### src/rtl/lyr_unpack_pkg.sv
package lyr_unpack_pkg;

    localparam int WORD_W   = 32;
    localparam int PIX_W    = 32;
    localparam int CTRL_W   = 32;
    localparam int HALF_W   = 16;
    localparam int HALVES   = WORD_W / HALF_W;
    localparam int BYTES    = WORD_W / 8;
    localparam int PH_W     = $clog2(HALVES + 1);
    localparam int IDX_W    = (HALVES > 1) ? $clog2(HALVES) : 1;

    // control word field positions (decoded by the fetch side as well)
    localparam int EN_BIT    = 0;
    localparam int FMT_LSB   = 4;
    localparam int FMT_W     = 3;
    localparam int ORDER_BIT = 8;
    localparam int SWAP_BIT  = 10;

    localparam logic [FMT_W-1:0] FMT_CODE_ARGB = 3'd3;
    localparam logic [FMT_W-1:0] FMT_CODE_565  = 3'd4;

    typedef enum logic [1:0] {
        MODE_DROP = 2'd0,
        MODE_ARGB = 2'd1,
        MODE_565  = 2'd2
    } lyr_mode_e;

    typedef struct packed {
        lyr_mode_e mode;
        logic      rev;
        logic      swap;
        logic      unsup;
    } lyr_cfg_t;

    typedef struct packed {
        logic [WORD_W-1:0] word;
        logic              is565;
        logic              swap;
        logic [PH_W-1:0]   npix;
    } lyr_held_t;

    function automatic logic [WORD_W-1:0] byte_reverse(input logic [WORD_W-1:0] w);
        logic [WORD_W-1:0] r;
        for (int b = 0; b < BYTES; b++) begin
            r[8*b +: 8] = w[8*(BYTES-1-b) +: 8];
        end
        return r;
    endfunction

    function automatic logic [PIX_W-1:0] rb_exchange(input logic [PIX_W-1:0] p);
        return {p[31:24], p[7:0], p[15:8], p[23:16]};
    endfunction

    function automatic logic [PIX_W-1:0] widen565(input logic [HALF_W-1:0] h);
        return {8'hFF,
                h[15:11], h[15:13],
                h[10:5],  h[10:9],
                h[4:0],   h[4:2]};
    endfunction

endpackage

### src/rtl/lyr_cfg_decode.sv
module lyr_cfg_decode
    import lyr_unpack_pkg::*;
(
    input  logic [CTRL_W-1:0] ctrl,
    output lyr_cfg_t          cfg
);
    logic [FMT_W-1:0] fmt;
    logic             en;
    logic             ctrl_unused;

    assign fmt = ctrl[FMT_LSB +: FMT_W];
    assign en  = ctrl[EN_BIT];
    // bits that carry no meaning for this datapath
    assign ctrl_unused = ^{ctrl[CTRL_W-1:SWAP_BIT+1], ctrl[ORDER_BIT+1],
                           ctrl[FMT_LSB+FMT_W], ctrl[FMT_LSB-1:EN_BIT+1]};

    always_comb begin
        cfg.rev   = ctrl[ORDER_BIT];
        cfg.swap  = ctrl[SWAP_BIT];
        cfg.unsup = 1'b0;
        cfg.mode  = MODE_DROP;
        if (en) begin
            if (fmt == FMT_CODE_ARGB) begin
                cfg.mode = MODE_ARGB;
            end else if (fmt == FMT_CODE_565) begin
                cfg.mode = MODE_565;
            end else begin
                cfg.unsup = 1'b1;
            end
        end
    end
endmodule

### src/rtl/lyr_word_hold.sv
module lyr_word_hold
    import lyr_unpack_pkg::*;
(
    input  logic              clk,
    input  logic              rst,
    input  lyr_cfg_t          cfg,
    input  logic              in_valid,
    output logic              in_ready,
    input  logic [WORD_W-1:0] in_data,
    input  logic              out_ready,
    output logic              held_valid,
    output lyr_held_t         held,
    output logic [PH_W-1:0]   phase
);
    logic      last;
    logic      drop;
    logic      load;
    lyr_held_t next_held;

    assign drop     = (cfg.mode == MODE_DROP);
    assign last     = (phase == held.npix - 1'b1);
    assign in_ready = drop || !held_valid || (out_ready && last);
    assign load     = in_valid && in_ready && !drop;

    always_comb begin
        next_held.word  = cfg.rev ? byte_reverse(in_data) : in_data;
        next_held.is565 = (cfg.mode == MODE_565);
        next_held.swap  = cfg.swap;
        next_held.npix  = (cfg.mode == MODE_565) ? PH_W'(HALVES) : PH_W'(1);
    end

    always_ff @(posedge clk) begin
        if (rst) begin
            held_valid <= 1'b0;
            phase      <= '0;
            held       <= '0;
        end else begin
            if (held_valid && out_ready) begin
                if (last) begin
                    held_valid <= 1'b0;
                    phase      <= '0;
                end else begin
                    phase <= phase + 1'b1;
                end
            end
            if (load) begin
                held_valid <= 1'b1;
                phase      <= '0;
                held       <= next_held;
            end
        end
    end

    // a stalled word and its pixel index stay put
    p_stall_hold_r8: assert property (@(posedge clk) disable iff (rst)
        held_valid && !out_ready |=> held_valid && $stable(held) && $stable(phase));

    // the first half of a 565 word is always followed by the second
    p_second_half_r3: assert property (@(posedge clk) disable iff (rst)
        held_valid && out_ready && !last |=> held_valid && (phase != '0));

endmodule

### src/rtl/lyr_pix_format.sv
module lyr_pix_format
    import lyr_unpack_pkg::*;
(
    input  lyr_held_t        held,
    input  logic [PH_W-1:0]  phase,
    output logic [PIX_W-1:0] pixel
);
    logic [PIX_W-1:0] cand [HALVES];
    logic [PIX_W-1:0] base;
    logic [IDX_W-1:0] sel;

    genvar h;
    generate
        for (h = 0; h < HALVES; h++) begin : g_half
            assign cand[h] = widen565(held.word[HALF_W*h +: HALF_W]);
        end
    endgenerate

    assign sel   = phase[IDX_W-1:0];
    assign base  = held.is565 ? cand[sel] : held.word;
    assign pixel = held.swap ? rb_exchange(base) : base;
endmodule

### src/rtl/lyr_unpack_top.sv
module lyr_unpack_top
    import lyr_unpack_pkg::*;
(
    input  logic              clk,
    input  logic              rst,
    input  logic [CTRL_W-1:0] layer_ctrl,
    input  logic              word_valid,
    output logic              word_ready,
    input  logic [WORD_W-1:0] word_data,
    output logic              pix_valid,
    input  logic              pix_ready,
    output logic [PIX_W-1:0]  pix_argb,
    output logic              fmt_unsupported
);
    lyr_cfg_t        cfg;
    lyr_held_t       held;
    logic [PH_W-1:0] phase;

    lyr_cfg_decode i_dec (
        .ctrl (layer_ctrl),
        .cfg  (cfg)
    );

    lyr_word_hold i_hold (
        .clk        (clk),
        .rst        (rst),
        .cfg        (cfg),
        .in_valid   (word_valid),
        .in_ready   (word_ready),
        .in_data    (word_data),
        .out_ready  (pix_ready),
        .held_valid (pix_valid),
        .held       (held),
        .phase      (phase)
    );

    lyr_pix_format i_fmt (
        .held  (held),
        .phase (phase),
        .pixel (pix_argb)
    );

    assign fmt_unsupported = cfg.unsup;

    // the offered pixel does not change while stalled
    p_pix_stable_r8: assert property (@(posedge clk) disable iff (rst)
        pix_valid && !pix_ready |=> pix_valid && $stable(pix_argb));

    // an idle output stays idle while the layer drops words
    p_drop_quiet_r1: assert property (@(posedge clk) disable iff (rst)
        (cfg.mode == MODE_DROP) && !pix_valid |=> !pix_valid);

    // an unsupported layer never stalls the fetch side
    p_unsup_drains_r7: assert property (@(posedge clk) disable iff (rst)
        fmt_unsupported |-> word_ready);

    // every 565 pixel is opaque
    p_opaque_565_r4: assert property (@(posedge clk) disable iff (rst)
        pix_valid && held.is565 |-> pix_argb[31:24] == 8'hFF);

endmodule

### config.mk
export PLATFORM = sky130hd
export DESIGN_NAME = lyr_unpack_top
export DESIGN_NICKNAME = d
export VERILOG_FILES = /design/src/rtl/lyr_unpack_pkg.sv /design/src/rtl/lyr_cfg_decode.sv /design/src/rtl/lyr_word_hold.sv /design/src/rtl/lyr_pix_format.sv /design/src/rtl/lyr_unpack_top.sv
export SDC_FILE = /design/constraint.sdc
export NUM_CORES = 1
export LEC_CHECK = 0
export BUFFER_PORTS_ARGS = -buffer_cell sky130_fd_sc_hd__buf_2
export CAP_MARGIN = 20
export CELL_PAD_IN_SITES_DETAIL_PLACEMENT = 0
export CELL_PAD_IN_SITES_GLOBAL_PLACEMENT = 1
export CORE_ASPECT_RATIO = 0.8
export CORE_MARGIN = 1.5
export CORE_UTILIZATION = 39
export CTS_CLUSTER_DIAMETER = 50
export DETAILED_ROUTE_END_ITERATION = 12
export PLACE_DENSITY_LB_ADDON = 0.2
export SETUP_SLACK_MARGIN = 0.02
export SYNTH_ARGS = -nofsm -noshare
export SYNTH_HDL_FRONTEND = slang
export SYNTH_SLANG_ARGS = --single-unit
### constraint.sdc
create_clock -name clk -period 4.3 [get_ports clk]
set_clock_uncertainty 0.2 [all_clocks]
set_input_delay 0.215 -clock clk [delete_from_list [all_inputs] [get_ports clk]]
set_output_delay 0.215 -clock clk [all_outputs]
set_load 0.005 [all_outputs]
Word-level counts from Yosys, hierarchy flattened
Index checks and enable logic that the tools add are counted.

operators by class
  add/subtract/negate cells = 2
  bitwise gates (word level) = 1
  reductions and logical operators = 13
  multiplexer cells = 17
  $lt $le $gt $ge = 1
  equality and inequality tests = 4

operators by type and width
  kind                   number
  $mux W32               4
  $mux W24               2
  $mux W2                5
  $mux W1                6
  $logic_and A1 B1 Y1    4
  $reduce_bool A2 Y1     2
  $eq A3 B2 Y1 const B   1
  $eq A3 B3 Y1 const B   1
  $add A2 B1 Y2 const B  1
  $eq A2 B2 Y1           1
  $eq A2 B2 Y1 const B   1
  $ge A2 B2 Y1 const B   1
  $logic_not A1 Y1       2
  $logic_not A2 Y1       1
  $logic_or A1 B1 Y1     2
  $not A1 Y2             1
  $reduce_and A2 Y1      1
  $reduce_or A2 Y1       1
  $sub A2 B1 Y2 const B  1

storage, ports and cells
  word-level logic and storage cells = 44
  output and inout bits = 35
  bits in registers = 39
  input port bits = 68

Depth between registers and ports, before layout
  depth after elaboration = 11
  gate-level depth with buffers = 8
  gate-level depth less buffers = 4

By module
Synthesis repeated with hierarchy kept, for this count alone.

unflattened totals
  cell total of the unflattened synthesis = 311
  area total of the unflattened synthesis = 3198.1 sq um

by module, submodules not included
  module          cells each  seq. area each (sq um)  times used  area an instance (sq um)
  lyr_word_hold   232         760.7                   1           2366.0
  lyr_pix_format  72          0.0                     1           770.7
  lyr_cfg_decode  7           0.0                     1           61.3

Worst setup path after synthesis
OpenSTA, ideal clock, no wires.

  path type = flip-flop to flip-flop
  start = register i_hold.held[3] (netlist name)
  end = register i_hold.held[0] (netlist name)
  slack = 2.298 ns
  buffers on the path = 4
  data required time = 4.019 ns
  arrival time = 1.721 ns
  stages on the path, launching flop included = 9
  clock period less this slack = 2.002 ns
  setup time = 0.081 ns
  path through = dfxtp_1 > buf_4 > xnor2_1 > mux2_4 > buf_6 > a21o_1 > buf_2 > buf_6 > a211oi_2

Worst setup path after layout
  start = register i_hold.phase[0]
  end = output word_ready

on the way
  cells in the longest elaborated chain, start to end = 3

ends and longest elaborated chain
  what                    line                 source
  start, declared         lyr_word_hold.sv:13  output logic [PH_W-1:0] phase
  start signal, assigned  lyr_word_hold.sv:43  phase <= phase + 1'b1;
  $eq A2 B2 Y1            lyr_word_hold.sv:21  assign last = (phase == held.npix - 1'b1);
  $logic_and A1 B1 Y1     lyr_word_hold.sv:22  assign in_ready = drop || !held_valid || (out_ready && last);
  $logic_or A1 B1 Y1      lyr_word_hold.sv:22
  end, declared           lyr_unpack_top.sv:8  output logic word_ready,

Every way passes these cells.

==> reports/metrics.csv <==
metric,value,unit
post-synthesis sequential area ratio,27.3,%
status,"finished, final reports clean",
max_cap viols,0,
Mapped Area,2790,sq um
# rows,27,
Yosys warning count,0,
Sequential Power Share,47.3,%
worst path arrival time,1.80,ns
wire per inst,15.8,um
total track usage,18.9,%
TNS Setup,0,ns
Synth Register Bits,38,
Starting Density,40.5,%
"Top FF cell, synth",dfxtp_1,
critical path cell sequence,"buf_4, nand3b_1, mux2_4, o211ai_1, buf_2",
Synthesized Nets,384,
fmax,451,MHz
CP bufs+invs,2,
CTS buffer count,5,
top sig layer,met4,
CP endpoint kind,output pin,
final net count,439,
Post-Synth Simple-Gate Area,7.26,%
Crit. Startpoint,i_hold.phase[0],
via count,2422,
crit path launch type,register,
R2R depth,6,
Detail Placement HPWL,5380,um
CTS tree,yes,
Fin Hold WS,0.183,ns
RSZ-0062 raised after global routing,no,
number of global-route vias before repair,2169,
largest net degree at the start of global routing,52,
kind of critical path,reg -> out,
Post-synth EDFFs,0,
"area leader, netlist",dfxtp_1,
Synth Area in XOR/XNOR,0.314,%
Slowest cell on crit path,mux2_4,
Metal-1 WL,3820,um
fin crit share,51.5,%
first-pass GRT wire length,11400,um
R2R setup slack,2.09,ns
pwr/cell area,245,nW/um^2
Synth top area share,27.3,%
cell count along the critical path,5,
Int Power,574,uW
critical path required time,3.88,ns
Synth Area in Compound Gates,33.7,%
layout cells sized above 1,43.3,%
Finished Core Util,47.4,%
final wirelength,7250,um
setup violators final,0,
reg-to-reg critical path startpoint,i_hold.phase[0],
initial antenna violation count,0,
RePlAce Congestion,0.790,
Netlist cell types,32,
clk sink count,38,
Tmin final,2.22,ns
reg2reg end,i_hold.held[29],
H-tree depth,2,
vias per cell,5.28,
Adder-Cell Fraction of Synth Area,0,%
slew margin rel.,31.6,%
width of the die,97.6,um
later-pin clock latency in the skew report,0.29,ns
I/O Buffers,76,
total gr overflow,0,
# diodes,0,
Clock Power Share,32.4,%
mean post-synth cell area,8.83,sq um
CP endpoint,word_ready,
"Hold Vio Cnt, Final",0,
top post-synthesis cells by area,"dfxtp_1 27%, a211oi_2 13%, mux2_2 12%",
Leak Pwr,1.18,nW
mux contribution to synthesized area,21.0,%
wire length on met2,2970,um
post-CTS sizing,0,
post-route ant nets,0,
Sw Share,28.2,%
Post-synth ARST share,0,%
DRC viols,0,
max-slew violation count,0,
clock root buffer,clkbuf_8,
CP Max Fanout,37,
Ports,103,
P_sw,225,uW
Hold WC Path Type,in -> reg,
DR iter-0 viols,120,
Core Area,6890,sq um
Worst Tran Pin Value,1.03,ns
WL met3,422,um
FILL cells,712,
DIE AREA,7680,sq um
Comb power frac,20.3,%
Pre-Repair DR Iteration Count,4,
peak supply drop,0.000104,V
Area Growth Syn to Fin,17.1,%
Max Buffers Root-to-Sink,2,
clk slew on worst S/H paths,0.08,ns
CP peak stage delay,0.39,ns
Syn Inst Count,316,
combinational family with the most area after synthesis,compound AO/OA/AOI/OAI gates,
Die Y,78.7,um
"CP delay by family, top",buffers and inverters,
==> area by class of cell <==
type / count / area (sq um) / area share (%)
well taps: 87 / 109 / 3.33
clock buffers: 6 / 82.6 / 2.53
clock inverters: 2 / 12.5 / 0.383
inverters: 34 / 128 / 3.91
repair buffers: 83 / 435 / 13.3
multi-input cells: 209 / 1740 / 53.3
flip-flops and latches: 38 / 761 / 23.3
==> state kept, by name, indices dropped and copies added, names as in the netlist <==
name / cells
i_hold.held: 35
i_hold.held_valid: 1
i_hold.phase: 2
==> placed cells by master, fill, tap and decap left out, types with 2 or more instances in the layout <==
cell type	count
or2_2	8
nand2_1	19
dfxtp_1	38
o21a_1	4
buf_4	6
mux2_1	2
o211ai_1	13
a211oi_1	36
mux2i_1	21
o21ai_0	16
nand3b_1	2
mux2_2	30
nor2_1	5
inv_1	34
a211oi_2	30
clkbuf_8	6
buf_2	76
a21oi_1	11
==> cell families after synthesis <==
| group | after synthesis |
|---|---|
| AO/OA/AOI/OAI | 114 |
| flip-flops | 38 |
| XOR/XNOR | 1 |
| multiplexers | 54 |
| AND/OR/NAND/NOR | 40 |
| buffers and inverters | 69 |
==> worst min path at each step <==
| stage | start | to | slack, ns | depth (start not counted) |
|---|---|---|---|---|
| 2_1_floorplan | layer_ctrl[10] | i_hold.held[2] | 0.16 | 2 |
| 3_3_place_gp | i_hold.held[26] | i_hold.held[26] | 0.27 | 2 |
| 3_5_place_dp | i_hold.held[20] | i_hold.held[20] | 0.28 | 2 |
| 4_1_cts | pix_ready | i_hold.phase[0] | 0.18 | 4 |
| 5_1_grt | word_data[6] | i_hold.held[34] | 0.19 | 4 |
| 6_report | word_data[8] | i_hold.held[12] | 0.18 | 4 |
==> timing repair <==
item | in CTS | in global routing
endpoints found under the hold margin | 1 | 0
setup buffers | 0 | 0
hold buffers | 1 | 0
==> metal layers <==
layer | track usage (%) | up-vias
li1 | - | 1260
met1 | 29.4 | 1095
met2 | 26.0 | 65
met3 | 3.92 | 2
met4 | 4.29 | 0
met5 | 0 | -
==> power by group through the flow <==
stage / registers [mW] / clock network (mW) / logic (mW)
detailed placement: 0.386 / 0 / 0.162
global placement: 0.386 / 0 / 0.160
CTS: 0.378 / 0.263 / 0.164
global route: 0.380 / 0.278 / 0.179
floorplan: 0.379 / 0 / 0.110
finish: 0.378 / 0.259 / 0.163
==> cell usage after synthesis (all sizes together) (2+ instances only) <==
cell type / n
a21oi: 11
nand2: 19
o21ai: 17
dfxtp: 38
inv: 34
mux2i: 21
o21a: 4
nor2: 5
a211oi: 66
mux2: 33
clkbuf: 27
nand3b: 2
buf: 8
or2: 8
o211ai: 13
==> metrics by stage <==
step,total power [mW],cells,setup slack [ns],instance area (sq um)
after floorplan,0.490,316,2.30,2790
after global placement,0.546,450,2.13,3160
after detailed placement,0.549,450,2.09,3160
after CTS,0.806,459,2.07,3270
after global routing,0.838,459,1.93,3270
final,0.800,459,2.08,3270
==> worst min-delay path, stage by stage <==
cell	delay (ns)
buf_2	0.08
mux2_2	0.13
a211oi_1	0.04
a211oi_2	0.17
No activity file was read; power rests on OpenSTA's default activity.
